## config.mk

```make
export PLATFORM = sky130hd
export DESIGN_NAME = chg_cmd_wdog
export DESIGN_NICKNAME = d
export VERILOG_FILES = /design/src/rtl/chg_pkg.sv /design/src/rtl/chg_tick_gen.sv /design/src/rtl/chg_bat_edge.sv /design/src/rtl/chg_wdog.sv /design/src/rtl/chg_cmd_wdog.sv
export SDC_FILE = /design/constraint.sdc
export NUM_CORES = 1
export LEC_CHECK = 0
export ABC_AREA = 1
export BUFFER_PORTS_ARGS = -buffer_cell sky130_fd_sc_hd__buf_2
export CAP_MARGIN = 20
export CORE_UTILIZATION = 59
export DETAILED_ROUTE_END_ITERATION = 10
export PLACE_DENSITY = 0.87
export SLEW_MARGIN = 20
export SYNTH_ARGS = -nofsm -noshare
export SYNTH_HDL_FRONTEND = slang
export SYNTH_SLANG_ARGS = --single-unit
```

## constraint.sdc

```tcl
create_clock -name clk_i -period 4.63 [get_ports clk_i]
set_input_delay 0.463 -clock clk_i [delete_from_list [all_inputs] [get_ports clk_i]]
set_output_delay 0.463 -clock clk_i [all_outputs]
set_load 0.005 [all_outputs]
```

## src/rtl/chg_pkg.sv

```systemverilog
package chg_pkg;

    localparam int REG_W = 16;

    typedef enum logic [1:0] {
        WD_OFF   = 2'b00,
        WD_SHORT = 2'b01,
        WD_MID   = 2'b10,
        WD_LONG  = 2'b11
    } wd_sel_e;

    localparam logic [1:0] ADDR_OPT  = 2'd0;
    localparam logic [1:0] ADDR_ICHG = 2'd1;
    localparam logic [1:0] ADDR_VCHG = 2'd2;

    localparam int OPT_SEL_LO  = 13;
    localparam int OPT_SEL_HI  = 14;
    localparam int OPT_AUTODIS = 12;
    localparam int OPT_ILIM_EN = 1;

    localparam logic [REG_W-1:0] OPT_RESET  = 16'hE202;
    localparam logic [REG_W-1:0] ICHG_RESET = '0;
    localparam logic [REG_W-1:0] VCHG_RESET = '0;

    typedef struct packed {
        logic [REG_W-1:0] opt;
        logic [REG_W-1:0] ichg;
        logic [REG_W-1:0] vchg;
    } regs_t;

endpackage

```

## src/rtl/chg_tick_gen.sv

```systemverilog
module chg_tick_gen #(
    parameter int PRESCALE = 1000
) (
    input  logic clk_i,
    input  logic rst_ni,
    input  logic clear_i,
    output logic tick_o
);

    localparam int PW = (PRESCALE > 1) ? $clog2(PRESCALE) : 1;

    generate
        if (PRESCALE <= 1) begin : g_pass
            assign tick_o = ~clear_i;
        end else begin : g_div
            localparam logic [PW-1:0] LAST = PW'(PRESCALE - 1);

            logic [PW-1:0] cnt_d, cnt_q;

            always_comb begin
                cnt_d = cnt_q;
                if (clear_i) begin
                    cnt_d = '0;
                end else if (cnt_q == LAST) begin
                    cnt_d = '0;
                end else begin
                    cnt_d = cnt_q + 1'b1;
                end
            end

            always_ff @(posedge clk_i or negedge rst_ni) begin
                if (!rst_ni) begin
                    cnt_q <= '0;
                end else begin
                    cnt_q <= cnt_d;
                end
            end

            assign tick_o = (cnt_q == LAST);

            AST_TICK_SPACING: assert property (@(posedge clk_i) disable iff (!rst_ni)
                tick_o |=> !tick_o);

            AST_TICK_CLEAR: assert property (@(posedge clk_i) disable iff (!rst_ni)
                clear_i |=> !tick_o);
        end
    endgenerate

endmodule

```

## src/rtl/chg_bat_edge.sv

```systemverilog
module chg_bat_edge (
    input  logic clk_i,
    input  logic rst_ni,
    input  logic bat_i,
    output logic fall_o
);

    typedef struct packed {
        logic meta;
        logic sync;
        logic prev;
    } edge_t;

    edge_t st_d, st_q;

    always_comb begin
        st_d      = st_q;
        st_d.meta = bat_i;
        st_d.sync = st_q.meta;
        st_d.prev = st_q.sync;
    end

    always_ff @(posedge clk_i or negedge rst_ni) begin
        if (!rst_ni) begin
            st_q <= '0;
        end else begin
            st_q <= st_d;
        end
    end

    assign fall_o = st_q.prev & ~st_q.sync;

    AST_FALL_SINGLE: assert property (@(posedge clk_i) disable iff (!rst_ni)
        fall_o |=> !fall_o);

endmodule

```

## src/rtl/chg_wdog.sv

```systemverilog
module chg_wdog
    import chg_pkg::*;
#(
    parameter int T_SHORT = 5,
    parameter int T_MID   = 88,
    parameter int T_LONG  = 175
) (
    input  logic       clk_i,
    input  logic       rst_ni,
    input  logic [1:0] sel_i,
    input  logic       tick_i,
    input  logic       restart_i,
    output logic       hold_o,
    output logic       expire_pulse_o,
    output logic       expired_o
);

    localparam int TMAX = (T_LONG > T_MID) ? ((T_LONG > T_SHORT) ? T_LONG : T_SHORT)
                                           : ((T_MID > T_SHORT) ? T_MID : T_SHORT);
    localparam int CW = $clog2(TMAX + 1);
    localparam logic [CW-1:0] LIM_S = CW'(T_SHORT);
    localparam logic [CW-1:0] LIM_M = CW'(T_MID);
    localparam logic [CW-1:0] LIM_L = CW'(T_LONG);

    typedef struct packed {
        logic [CW-1:0] cnt;
        logic          expired;
    } wd_t;

    wd_t           wd_d, wd_q;
    logic [CW-1:0] lim;
    logic [CW-1:0] lim_m1;
    logic          pulse;

    always_comb begin
        case (wd_sel_e'(sel_i))
            WD_SHORT: lim = LIM_S;
            WD_MID:   lim = LIM_M;
            default:  lim = LIM_L;
        endcase
        lim_m1 = lim - 1'b1;
    end

    always_comb begin
        wd_d  = wd_q;
        pulse = 1'b0;
        if (restart_i) begin
            wd_d.cnt     = '0;
            wd_d.expired = 1'b0;
        end else if (wd_sel_e'(sel_i) == WD_OFF) begin
            wd_d.cnt = '0;
        end else if (!wd_q.expired && tick_i) begin
            if (wd_q.cnt >= lim_m1) begin
                wd_d.cnt     = '0;
                wd_d.expired = 1'b1;
                pulse        = 1'b1;
            end else begin
                wd_d.cnt = wd_q.cnt + 1'b1;
            end
        end
    end

    always_ff @(posedge clk_i or negedge rst_ni) begin
        if (!rst_ni) begin
            wd_q <= '0;
        end else begin
            wd_q <= wd_d;
        end
    end

    assign expired_o      = wd_q.expired;
    assign expire_pulse_o = pulse;
    assign hold_o         = (wd_sel_e'(sel_i) == WD_OFF) | wd_q.expired;

    AST_NO_EXPIRE_OFF: assert property (@(posedge clk_i) disable iff (!rst_ni)
        (sel_i == 2'b00) |-> !wd_q.expired);

    AST_EXPIRED_HOLD: assert property (@(posedge clk_i) disable iff (!rst_ni)
        (wd_q.expired && !restart_i) |=> wd_q.expired);

    AST_CNT_BOUND: assert property (@(posedge clk_i) disable iff (!rst_ni)
        (sel_i != 2'b00) |-> (wd_q.cnt < lim));

    AST_RESTART_CLEARS: assert property (@(posedge clk_i) disable iff (!rst_ni)
        restart_i |=> (!wd_q.expired && wd_q.cnt == '0));

endmodule

```

## src/rtl/chg_cmd_wdog.sv

```systemverilog
module chg_cmd_wdog
    import chg_pkg::*;
#(
    parameter int PRESCALE = 1000000,
    parameter int T_SHORT  = 5,
    parameter int T_MID    = 88,
    parameter int T_LONG   = 175
) (
    input  logic        clk_i,
    input  logic        rst_ni,
    input  logic [1:0]  addr_i,
    input  logic [15:0] wdata_i,
    input  logic        we_i,
    output logic [15:0] rdata_o,
    input  logic        bat_present_i,
    output logic [15:0] chg_current_o,
    output logic [15:0] chg_voltage_o,
    output logic [15:0] option_o,
    output logic        wd_expired_o
);

    regs_t rg_d, rg_q;

    logic wr_opt, wr_ichg, wr_vchg;
    logic sel_change, restart;
    logic hold, tick, expire_pulse, expired;
    logic bat_fall;

    assign wr_opt  = we_i && (addr_i == ADDR_OPT);
    assign wr_ichg = we_i && (addr_i == ADDR_ICHG);
    assign wr_vchg = we_i && (addr_i == ADDR_VCHG);

    assign sel_change = wdata_i[OPT_SEL_HI:OPT_SEL_LO] != rg_q.opt[OPT_SEL_HI:OPT_SEL_LO];
    assign restart    = wr_ichg | wr_vchg | (wr_opt & (expired | sel_change));

    chg_tick_gen #(
        .PRESCALE (PRESCALE)
    ) u_tick (
        .clk_i   (clk_i),
        .rst_ni  (rst_ni),
        .clear_i (restart | hold),
        .tick_o  (tick)
    );

    chg_wdog #(
        .T_SHORT (T_SHORT),
        .T_MID   (T_MID),
        .T_LONG  (T_LONG)
    ) u_wdog (
        .clk_i          (clk_i),
        .rst_ni         (rst_ni),
        .sel_i          (rg_q.opt[OPT_SEL_HI:OPT_SEL_LO]),
        .tick_i         (tick),
        .restart_i      (restart),
        .hold_o         (hold),
        .expire_pulse_o (expire_pulse),
        .expired_o      (expired)
    );

    chg_bat_edge u_bat (
        .clk_i  (clk_i),
        .rst_ni (rst_ni),
        .bat_i  (bat_present_i),
        .fall_o (bat_fall)
    );

    always_comb begin
        rg_d = rg_q;
        if (wr_opt) begin
            rg_d.opt = wdata_i;
        end else if (bat_fall && rg_q.opt[OPT_AUTODIS]) begin
            rg_d.opt[OPT_ILIM_EN] = 1'b0;
        end
        if (wr_ichg) begin
            rg_d.ichg = wdata_i;
        end else if (expire_pulse) begin
            rg_d.ichg = '0;
        end
        if (wr_vchg) begin
            rg_d.vchg = wdata_i;
        end
    end

    always_ff @(posedge clk_i or negedge rst_ni) begin
        if (!rst_ni) begin
            rg_q.opt  <= OPT_RESET;
            rg_q.ichg <= ICHG_RESET;
            rg_q.vchg <= VCHG_RESET;
        end else begin
            rg_q <= rg_d;
        end
    end

    always_comb begin
        case (addr_i)
            ADDR_OPT:  rdata_o = rg_q.opt;
            ADDR_ICHG: rdata_o = rg_q.ichg;
            ADDR_VCHG: rdata_o = rg_q.vchg;
            default:   rdata_o = '0;
        endcase
    end

    assign chg_current_o = rg_q.ichg;
    assign chg_voltage_o = rg_q.vchg;
    assign option_o      = rg_q.opt;
    assign wd_expired_o  = expired;

    AST_EXPIRE_ZEROES: assert property (@(posedge clk_i) disable iff (!rst_ni)
        (expire_pulse && !wr_ichg) |=> (rg_q.ichg == '0));

    AST_EXPIRE_KEEPS_V: assert property (@(posedge clk_i) disable iff (!rst_ni)
        (expire_pulse && !wr_vchg) |=> $stable(rg_q.vchg));

    AST_WRITE_WINS: assert property (@(posedge clk_i) disable iff (!rst_ni)
        wr_ichg |=> (rg_q.ichg == $past(wdata_i) && !expired));

    AST_AUTO_CLEAR: assert property (@(posedge clk_i) disable iff (!rst_ni)
        (bat_fall && rg_q.opt[OPT_AUTODIS] && !wr_opt) |=> !rg_q.opt[OPT_ILIM_EN]);

    AST_OPT_STABLE: assert property (@(posedge clk_i) disable iff (!rst_ni)
        (!wr_opt && !(bat_fall && rg_q.opt[OPT_AUTODIS])) |=> $stable(rg_q.opt));

    AST_OPT_RESTART: assert property (@(posedge clk_i) disable iff (!rst_ni)
        (wr_opt && expired) |=> !expired);

endmodule

```

Yosys cells after proc, flatten, opt, wreduce, memory -nomap -nowiden
Cells that the tools add are included.
{"block": "classes", "multipliers": 0, "mux": 18, "n_lt_le_gt_ge": 1, "div_mod_pow": 0, "eq_ne": 7, "addsub": 3, "n_bitwise": 8, "reduce_logical": 14, "shifts": 0}
{"cell": "case mux 16 bit (3 select lines)", "n": 1}
{"cell": "two-way mux 20 bit", "n": 2}
{"cell": "two-way mux 16 bit", "n": 2}
{"cell": "adder 20 x 1 -> 20 bit, second input constant", "n": 1}
{"cell": "== test 20 bit, second input constant", "n": 1}
{"cell": "two-way mux 9 bit", "n": 2}
{"cell": "two-way mux 8 bit", "n": 2}
{"cell": "case mux 8 bit (2 select lines)", "n": 1}
{"cell": "adder 8 x 1 -> 8 bit, second input constant", "n": 1}
{"cell": "greater-or-equal comparator 8 bit", "n": 1}
{"cell": "two-way mux 1 bit", "n": 8}
{"cell": "nonzero test 2 bit", "n": 4}
{"cell": "subtractor 8 x 1 -> 8 bit, second input constant", "n": 1}
{"cell": "logical AND 1 bit", "n": 5}
{"cell": "bitwise OR 1 bit", "n": 5}
{"cell": "== test 2 x 1 -> 1 bit, second input constant", "n": 2}
{"cell": "== test 2 bit, second input constant", "n": 2}
{"cell": "zero test 2 bit", "n": 2}
{"cell": "AND reduction 3 bit", "n": 1}
{"cell": "nonzero test 3 bit", "n": 1}
{"cell": "bitwise AND 1 bit", "n": 2}
{"cell": "inequality test 2 bit", "n": 1}
{"cell": "inequality test 2 bit, second input constant", "n": 1}
{"cell": "zero test 1 bit", "n": 1}
{"cell": "NOT 1 bit", "n": 1}
{"block": "totals", "latchBits": 0, "inputBits": 22, "regBits": 80, "mem_bits_rw": 0, "memories": 0, "romBits": 0, "elab_cells": 61}

Depth between registers and ports, before layout
Gate-level depths: netlist of run 1.
{"block": "depth", "depth_word": 10, "mapped_depth": 15}

By module
Synthesis of run 1 repeated with hierarchy kept, for this count alone.
{"block": "unflattened", "cells_unflattened": 510, "hier_area_um2": 4335.4}
{"module": "chg_cmd_wdog", "cells_per_inst": 246, "area_each_um2": 2247.2, "seq_area_each_um2": 1207.4, "instances": 1}
{"module": "chg_tick_gen", "cells_per_inst": 151, "area_each_um2": 1183.6, "seq_area_each_um2": 500.5, "instances": 1}
{"module": "chg_wdog", "cells_per_inst": 108, "area_each_um2": 819.5, "seq_area_each_um2": 225.2, "instances": 1}
{"module": "chg_bat_edge", "cells_per_inst": 5, "area_each_um2": 85.1, "seq_area_each_um2": 75.1, "instances": 1}

Worst setup path before layout of run 1
No wires, ideal clock.
{"block": "synth_timing", "path_kind": "register to register", "start": "register rg_q (netlist bit option_o[13])", "end": "register rg_q (netlist bit chg_current_o[10])", "arrival_time_ps": 2093, "synth_period_minus_slack_ps": 2209, "path_slack_ps": 2421, "required_ps": 4513, "setup_ps": 117, "path_stages_with_launch": 15, "path_cell_list": "dfstp_2 -> inv_1 -> ha_1 -> nor2_1 -> ha_1 -> nand2_1 -> nor2_1 -> nor2_1 -> nand2_1 -> nand2_1 -> nand2_1 -> nand3_4 -> buf_6 -> nand3_2 -> nand2_1"}
{"block": "synth_between", "elab_chain_cells": 9, "elab_cells_between_ends": 15, "classes_between": "add/sub (1); order compare (1); eq/ne (3); mux (5); bitwise (3); reduce/logical (2)"}
{"item": "start, declared", "line": "chg_cmd_wdog.sv:22", "rtl": "regs_t rg_d, rg_q;"}
{"item": "start signal, assigned", "line": "chg_cmd_wdog.sv:90", "rtl": "rg_q <= rg_d;"}
{"item": "== test 2 bit / == test 2 x 1 -> 1 bit (equally long branches)", "line": "chg_wdog.sv:36", "rtl": "case (wd_sel_e'(sel_i))"}
{"item": "case mux 8 bit (2 select lines)", "line": "chg_wdog.sv:36"}
{"item": "subtractor 8 x 1 -> 8 bit", "line": "chg_wdog.sv:41", "rtl": "lim_m1 = lim - 1'b1;"}
{"item": "greater-or-equal comparator 8 bit", "line": "chg_wdog.sv:53", "rtl": "if (wd_q.cnt >= lim_m1) begin"}
{"item": "two-way mux 1 bit", "line": "chg_wdog.sv:53"}
{"item": "two-way mux 1 bit", "line": "chg_wdog.sv:52", "rtl": "end else if (!wd_q.expired && tick_i) begin"}
{"item": "two-way mux 1 bit", "line": "chg_wdog.sv:50", "rtl": "end else if (wd_sel_e'(sel_i) == WD_OFF) begin"}
{"item": "two-way mux 1 bit *", "line": "chg_wdog.sv:47", "rtl": "if (restart_i) begin"}
{"item": "nonzero test 2 bit (no source line) *"}
Every way passes the cells marked *; elsewhere a longest branch is shown, timed or not.
A chain may end at the register's enable or synchronous reset.

Final worst setup path of run 1
{"block": "layout_timing", "start": "register rg_q (netlist bit option_o[13])", "end": "register rg_q (netlist bit chg_current_o[15])"}
Same word-level chain as after synthesis.

==> metrics.md, run 1 <==
| Metric | Value |
|---|---|
| Status | completed |
| WP data required | 4.87 ns |
| Fillers | 501 |
| Per-cell routed wire length | 14.2 um |
| Cell taking the most area after synthesis | dfrtp_1 |
| Initial antenna violation count | 0 |
| Vias per std cell | 5.41 |
| Max Slew Vio Count | 0 |
| Hold_ws | 0.210 ns |
| Final Hold Violating Endpoints | 0 |
| Worst min path class | primary input to flip-flop |
| Postcts setup bufs | 0 |
| Syn-to-layout area delta | 19.0% |
| Post-Synthesis Cells | 512 |
| Die area | 7330 um2 |
| Gr ovfl total | 0 |
| Post-synthesis register bit count | 80 |
| Core Util, Final | 72.3% |
| CP Class | flip-flop to flip-flop |
| Num CTS Buffers | 9 |
| Post-CTS sizing | 0 |
| Vias | 3793 |
| Post-synthesis cell type count | 31 |
| Die height | 85.6 um |
| Seq/Total Area, Yosys | 48.7% |
| LEAKAGE | 2.60 nW |
| DRC | 0 |
| Vias in the first global route | 3680 |
| Final Cycle Share | 55.1% |
| Max VDD drop | 0.279 mV |
| RSZ-0062 raised after global routing | false |
| Max Freq | 0.392 GHz |
| Top post-synthesis cells by area | dfrtp_1 (45%), nand2_1 (16%), o21ai_0 (4.5%) |
| Most common flop cell mapped by yosys | dfrtp_1 |
| Pwr dens | 365 nW/um2 |
| Port Buf Inserts | 86 |
| Max clock buf depth | 2 |
| IO Pins | 87 |
| Most frequent cell after synthesis | nand2_1 |
| Final setup fails | 0 |
| Worst endpoint data arrival time | 2.79 ns |
| CTS H-tree lvls | 3 |
| DRT iter0 DRCs | 183 |
| Final wirelength | 9.93 mm |
| Fin Clk Skew | 0.0114 ns |
| Critical Path Sink Type | flip-flop |
| Ratio of cells with drive above 1 in the final layout | 21.5% |
| # clock sinks | 80 |
| Mapped Nets | 547 |
| Crit path max fanout | 17 |
| Largest net degree at the start of global routing | 81 |
| Post-Syn Area | 4130 um2 |
| Number of diodes | 0 |
| Fin nets | 635 |
| Slew Limit Headroom | 40.2% |
| Detailed-router iteration count before antenna repair | 4 |
| Clock Pin Slew Worst Setup and Hold Paths | 0.09 ns |
| Post-DP HPWL | 6.92 mm |
| Commonest cells post-synth | nand2_1 (175), dfrtp_1 (75), inv_1 (49) |
| Area post-placement | 4630 um2 |
| Tmin final | 2.55 ns |
| CTS tree | yes |
| # rows | 30 |
| Total number of yosys warnings | 0 |
| First-pass GRT wire length | 16.6 mm |
| Core area | 6790 um2 |
| Post-synth EDFFs | 0 |
| Syn avg cell area | 8.06 um2 |
| Final instance area | 4910 um2 |
| Die Wd | 85.6 um |
| Worst setup SP type | flip-flop |
| GRT Overall Usage | 29.3% |
| Slew @ Worst Pin | 0.895 ns |
| Starting density of the core | 60.8% |
| Gp weighted congestion | 0.893 |
| Root Buffer | clkbuf_8 |
| Ys async rst share | 100% |
| Synth top area share | 45.5% |
| Setup_tns | 0 ns |
| Number of nets still failing antenna checks after routing | 0 |
| Clk_lat worst skew | 0.35 ns |
| MaxCap Viol Count | 0 |
==> kinds of logic (layout without fill, tap and decap cells) <==
family	Yosys count	in the layout	share of synthesized area, %
buffers and inverters	62	155	5.88
AOI/OAI and AO/OA	47	47	6.12
and+or+nand+nor	292	292	31.6
xor gates and xnor gates	18	18	3.82
adders and majority gates	13	13	3.94
DFF	80	80	48.7
==> cell usage in the layout, fill, tap and decap left out, drive strengths merged <==
cell	count
buf	88
nand4	7
o21a	1
a21oi	4
clkbuf	10
o21bai	1
ha	13
inv	52
xor2	13
dfstp	5
dfrtp	75
a31oi	1
nand2	178
o21ai	37
nor2	52
nand3	45
bufinv	3
clkinvlp	1
xnor2	5
nor4	1
nor3	9
dlygate4sd3	1
o211ai	3
==> repair_timing <==
item                                   in CTS  in global routing
setup endpoints to repair                   0                  0
endpoints found under the hold margin       0                  9
hold buffers                                0                  1
==> worst paths after layout <==
kind,start,endpoint,slack (ns),depth (start not counted)
setup / recovery,option_o[13]$_DFFE_PN1P_,chg_current_o[15]$_DFFE_PN0P_,2.08,13
hold / removal,bat_present_i,u_bat.st_d[1]$_DFF_PN0_,0.21,1
setup reg to reg,option_o[13]$_DFFE_PN1P_,chg_current_o[15]$_DFFE_PN0P_,2.08,13
hold reg to reg,u_bat.st_d[1]$_DFF_PN0_,u_bat.st_d[0]$_DFF_PN0_,0.36,0
max in group asynchronous,rst_ni,option_o[9]$_DFFE_PN1P_,3.49,3
min in group asynchronous,rst_ni,u_wdog.wd_q[5]$_DFFE_PN0P_,0.53,2
==> power by group <==
part | total [mW] | internal (mW) | switching, mW
clock network | 0.632 | 0.362 | 0.270
registers | 0.843 | 0.776 | 0.0672
logic | 0.317 | 0.133 | 0.184
total | 1.79 | 1.27 | 0.521
==> cell type report <==
cell class,count,area [um2],share of cell area (%)
Inverter,50,188,3.82
Timing Repair Buffer,89,478,9.73
Clock inverter,6,115,2.34
Tap cell,96,120,2.44
Multi-Input combinational cell,370,1880,38.2
Sequential cell,80,2010,40.9
Clock buffer,10,128,2.60
==> sequential cells by signal (all words and copies together) (netlist names) <==
| name | cells |
|---|---|
| u_bat.st_q | 1 |
| chg_voltage_o | 16 |
| u_wdog.wd_q | 8 |
| u_wdog.expired_o | 1 |
| chg_current_o | 16 |
| u_bat.st_d | 2 |
| option_o | 16 |
| u_tick.g_div.cnt_q | 20 |
==> worst max-delay path: stages, from the launching register on <==
cell     delay (ns)
dfstp_2        0.58
inv_1          0.09
ha_1           0.36
nor2_1         0.07
ha_1           0.27
nand2_1        0.06
nor2_1         0.11
nor2_1         0.05
nand2_1        0.05
nand2_1        0.04
nand2_1        0.21
nand3_4        0.27
nand3_1        0.17
nand2_1        0.10
==> metrics by stage <==
step	setup WS [ns]	std cells	total power, mW
after floorplan	2.42	512	1.00
after global placement	2.21	683	1.15
after detailed placement	2.10	683	1.16
after CTS	2.08	699	1.79
after global routing	1.85	701	1.88
final	2.08	701	1.79
==> layer usage <==
layer	wire [um]	track usage [%]	part of all wire [%]
met1	4160	36.4	42
met2	4810	48.0	48
met3	638	7.03	6.4
met4	328	15.2	3.3
met5	0	0	0
(Power assumes the default switching activity.)
==> inputs of run 2 (changes only) <==
--- a/config.mk
+++ b/config.mk
@@ -5,12 +5,12 @@
 export SDC_FILE = /design/constraint.sdc
 export NUM_CORES = 1
 export LEC_CHECK = 0
-export ABC_AREA = 1
+export ABC_AREA = 0
 export BUFFER_PORTS_ARGS = -buffer_cell sky130_fd_sc_hd__buf_2
 export CAP_MARGIN = 20
-export CORE_UTILIZATION = 59
+export CORE_UTILIZATION = 54
 export DETAILED_ROUTE_END_ITERATION = 10
-export PLACE_DENSITY = 0.87
+export PLACE_DENSITY = 0.81
 export SLEW_MARGIN = 20
 export SYNTH_ARGS = -nofsm -noshare
 export SYNTH_HDL_FRONTEND = slang
==> constraint.sdc (replaced) <==
create_clock -name clk_i -period 2.6 [get_ports clk_i]
set_input_delay 0.26 -clock clk_i [delete_from_list [all_inputs] [get_ports clk_i]]
set_output_delay 0.26 -clock clk_i [all_outputs]
set_load 0.005 [all_outputs]
==> run 2 against run 1 <==
  * Clock skew increased by 0.0057 ns
  * Final cell count is 14% lower
  * Clock power up 71%
  * Flip-flop and latch count did not move
  * Die area rose by 5.9%
  * Maximum frequency up 0.12%
  * Sequential power up 80%
  * First-iteration DRC count decreased by 34%
  * Cell area increased by 2.2%
  * Core utilization shrank 2.7 points
  * Global-route usage down 4.0 points
  * Routed wire length down 5.1%
==> metrics.md, run 2 <==
| Metric | Value |
|---|---|
| Post-DP HPWL | 6.53 mm |
| CTS tree | yes |
| Vias in the first global route | 3117 |
| First-pass GRT wire length | 14.9 mm |
| LEAKAGE | 2.33 nW |
| Largest register FFs | 20 |
| Storage cell area | 2010 um2 |
| Gr ovfl total | 0 |
| Final Cycle Share | 98.0% |
| Worst path bufs/invs | 3 |
| Max Freq | 0.393 GHz |
| Worst setup SP type | flip-flop |
| Synth top area share | 46.8% |
| Most frequent cells in the layout | buf_2 (85), dfrtp_1 (75), nand2_1 (66) |
| Core area | 7210 um2 |
| Per-cell routed wire length | 15.7 um |
| Slew @ Worst Pin | 0.960 ns |
| Worst-path cell chain | inv_2 -> ha_4 -> buf_4 -> ha_1 -> a21oi_1 -> o21ai_2 -> a41oi_2 -> buf_4 -> or4b_2 -> o21ai_1 |
| Vias | 3282 |
| Crit path max fanout | 4 |
| Slew Limit Headroom | 36.0% |
| Starting density of the core | 55.5% |
| Pwr Total | 3.30 mW |
| Post-synthesis cell type count | 40 |
| Crit path largest cell delay | 0.61 ns |
| Top post-synthesis cells by area | dfrtp_1 (47%), mux2_2 (8.2%), nand2_1 (6.4%) |
| Largest net degree at the start of global routing | 81 |
| Family with the most delay on the worst path | simple AND/OR/NAND/NOR gates |
| Critical Path Sink Type | flip-flop |
| Post-synthesis register bit count | 80 |
| Worst endpoint data arrival time | 2.83 ns |
| Max Slew Vio Count | 0 |
| Pint | 2.33 mW |
| Area post-placement | 4660 um2 |
| Most common cell after layout, fill and taps aside | buf_2 |
| # clock sinks | 80 |
| Most common flop cell mapped by yosys | dfrtp_1 |
| Most used cell, CP | buf_4 |
| Number of diodes | 0 |
| Multi-input gate area | 1960 um2 |
| Die height | 88.1 um |
| Total number of yosys warnings | 0 |
| Worst min path class | primary input to asynchronous set/reset pin |
| Most frequent cell after synthesis | dfrtp_1 |
| Tmin final | 2.55 ns |
| GRT busiest layer | met2 |
| # rows | 31 |
| Mapped Nets | 426 |
| Gp weighted congestion | 0.875 |
| Fin nets | 531 |
| GRT Overall Usage | 25.3% |
| Pwr dens | 656 nW/um2 |
| IO Pins | 87 |
| Max VDD drop | 0.380 mV |
| Syn-to-layout area delta | 25.4% |
| Post-Syn Area | 4010 um2 |
| Post-synth EDFFs | 0 |
| Die Wd | 88.1 um |
| Logic pwr share | 21.0% |
| Die area | 7770 um2 |
| Post-Synthesis Cells | 391 |
| Final instance area | 5020 um2 |
| Final Hold Violating Endpoints | 0 |
| Status | completed |
| Clk_lat worst skew | 0.37 ns |
| Root Buffer | clkbuf_8 |
| Commonest cells post-synth | dfrtp_1 (75), nand2_1 (68), mux2_2 (29), nor2_1 (29), o21ai_0 (29) |
| Met3 Use GR | 4.81% |
| Pre-CTS setup slack | -0.239 ns |
| DRT iter0 DRCs | 120 |
| Port Buf Inserts | 86 |
| Fillers | 540 |
| MaxCap Viol Count | 0 |
| Met2 Resource Use GR | 40.2% |
| M1 GR Usage | 34.8% |
| Final setup fails | 0 |
| Fin Clk Skew | 0.0170 ns |
| Vias per std cell | 5.47 |
| Initial antenna violation count | 0 |
| CP Class | flip-flop to flip-flop |
| Final worst slack | 0.0524 ns |
| Number of nets still failing antenna checks after routing | 0 |
| Clock Power Share | 32.9% |
| Reg with most FFs | u_tick.g_div.cnt_q |
| CTS H-tree lvls | 3 |
| Final wirelength | 9.42 mm |
| Ys async rst share | 100% |
| Syn avg cell area | 10.2 um2 |
| Seq/Total Area, Yosys | 50.1% |
| Clock Pin Slew Worst Setup and Hold Paths | 0.10 ns |
| Detailed-router iteration count before antenna repair | 4 |
| Cell taking the most area after synthesis | dfrtp_1 |
| Sw Share | 29.2% |
| Worst reg2reg path depth | 10 |
| Cell depth of the worst setup path | 10 |
| Num CTS Buffers | 9 |
| Slowest cell on crit path | or4b_2 |
| Part of the power in registers | 46.1% |
| WP data required | 2.89 ns |
| DRC | 0 |
| Ratio of cells with drive above 1 in the final layout | 38.3% |
| P_sw | 0.963 mW |
| Hold_ws | 0.0212 ns |
| Max clock buf depth | 2 |
[run 2: cell count changes in the layout (fill, tap and decap cells not counted), sizes merged, moves of 6 or more]
cell,before,now
nand2,178,68
inv,52,13
nand3,45,13
mux2,0,29
buf,88,111
nor2,52,29
mux2i,0,16
nor3,9,3
[run 2: cells by family (layout without fill, tap and decap cells)]
group                    count (synthesis)  count (layout)  share of synthesized area [%]
flip-flops                              80              80                           50.1
AND/OR/NAND/NOR                        144             144                           16.8
buffers and inverters                   29             139                           3.28
XOR/XNOR                                20              20                           4.37
adder cells (fa/ha/maj)                 13              13                           4.06
AO/OA/AOI/OAI                           60              60                           9.24
multiplexers                            45              45                           12.1
[run 2: worst paths after layout]
kind	startpoint	endpoint	slack, ns
max	option_o[14]$_DFFE_PN1P_	u_wdog.expired_o$_DFFE_PN0P_	0.05
min	rst_ni	chg_voltage_o[4]$_DFFE_PN0P_	0.02
max reg2reg	option_o[14]$_DFFE_PN1P_	u_wdog.expired_o$_DFFE_PN0P_	0.05
min reg2reg	u_bat.st_d[1]$_DFF_PN0_	u_bat.st_d[0]$_DFF_PN0_	0.40
max in group asynchronous	rst_ni	u_tick.g_div.cnt_q[5]$_DFF_PN0_	1.93
min in group clk_i	wdata_i[7]	chg_current_o[7]$_DFFE_PN0P_	0.12
[run 2: what timing repair did]
action                     in CTS  in global routing
pin swaps                       5                  6
buffers inserted                4                  0
setup endpoints to repair      20                 22
hold endpoints to repair        0                  1
cloned                          0                  0
gates resized for setup         6                 13
hold buffers                    0                  1
[run 2: layout make-up]
type | count | area share, %
Inverter | 11 | 0.822
Timing Repair Buffer | 112 | 12.9
Sequential cell | 80 | 40.0
Clock buffer | 10 | 2.74
Tap cell | 99 | 2.47
Clock inverter | 6 | 1.99
Multi-Input combinational cell | 282 | 39.1
[run 2: power by group through the flow]
stage               combinational (mW)  clock [mW]  sequential [mW]
floorplan                        0.313           0             1.54
global placement                 0.628           0             1.53
detailed placement               0.655           0             1.54
CTS                              0.671        1.09             1.52
global route                     0.776        1.14             1.54
finish                           0.692        1.08             1.52
[run 2: through the flow]
step	setup TNS (ns)	utilization (%)	instances
floorplan	0	-	391
global placement	-0.727	64.5	579
detailed placement	-2.04	64.5	579
CTS	0	68.5	599
global route	-0.00913	69.6	600
finish	0	69.6	600
[run 2: routing by layer]
metal  share of wire (%)  wire, um
met1                  45      4270
met2                  49      4640
met3                 3.7       353
met4                 1.7       156
met5                   0         0
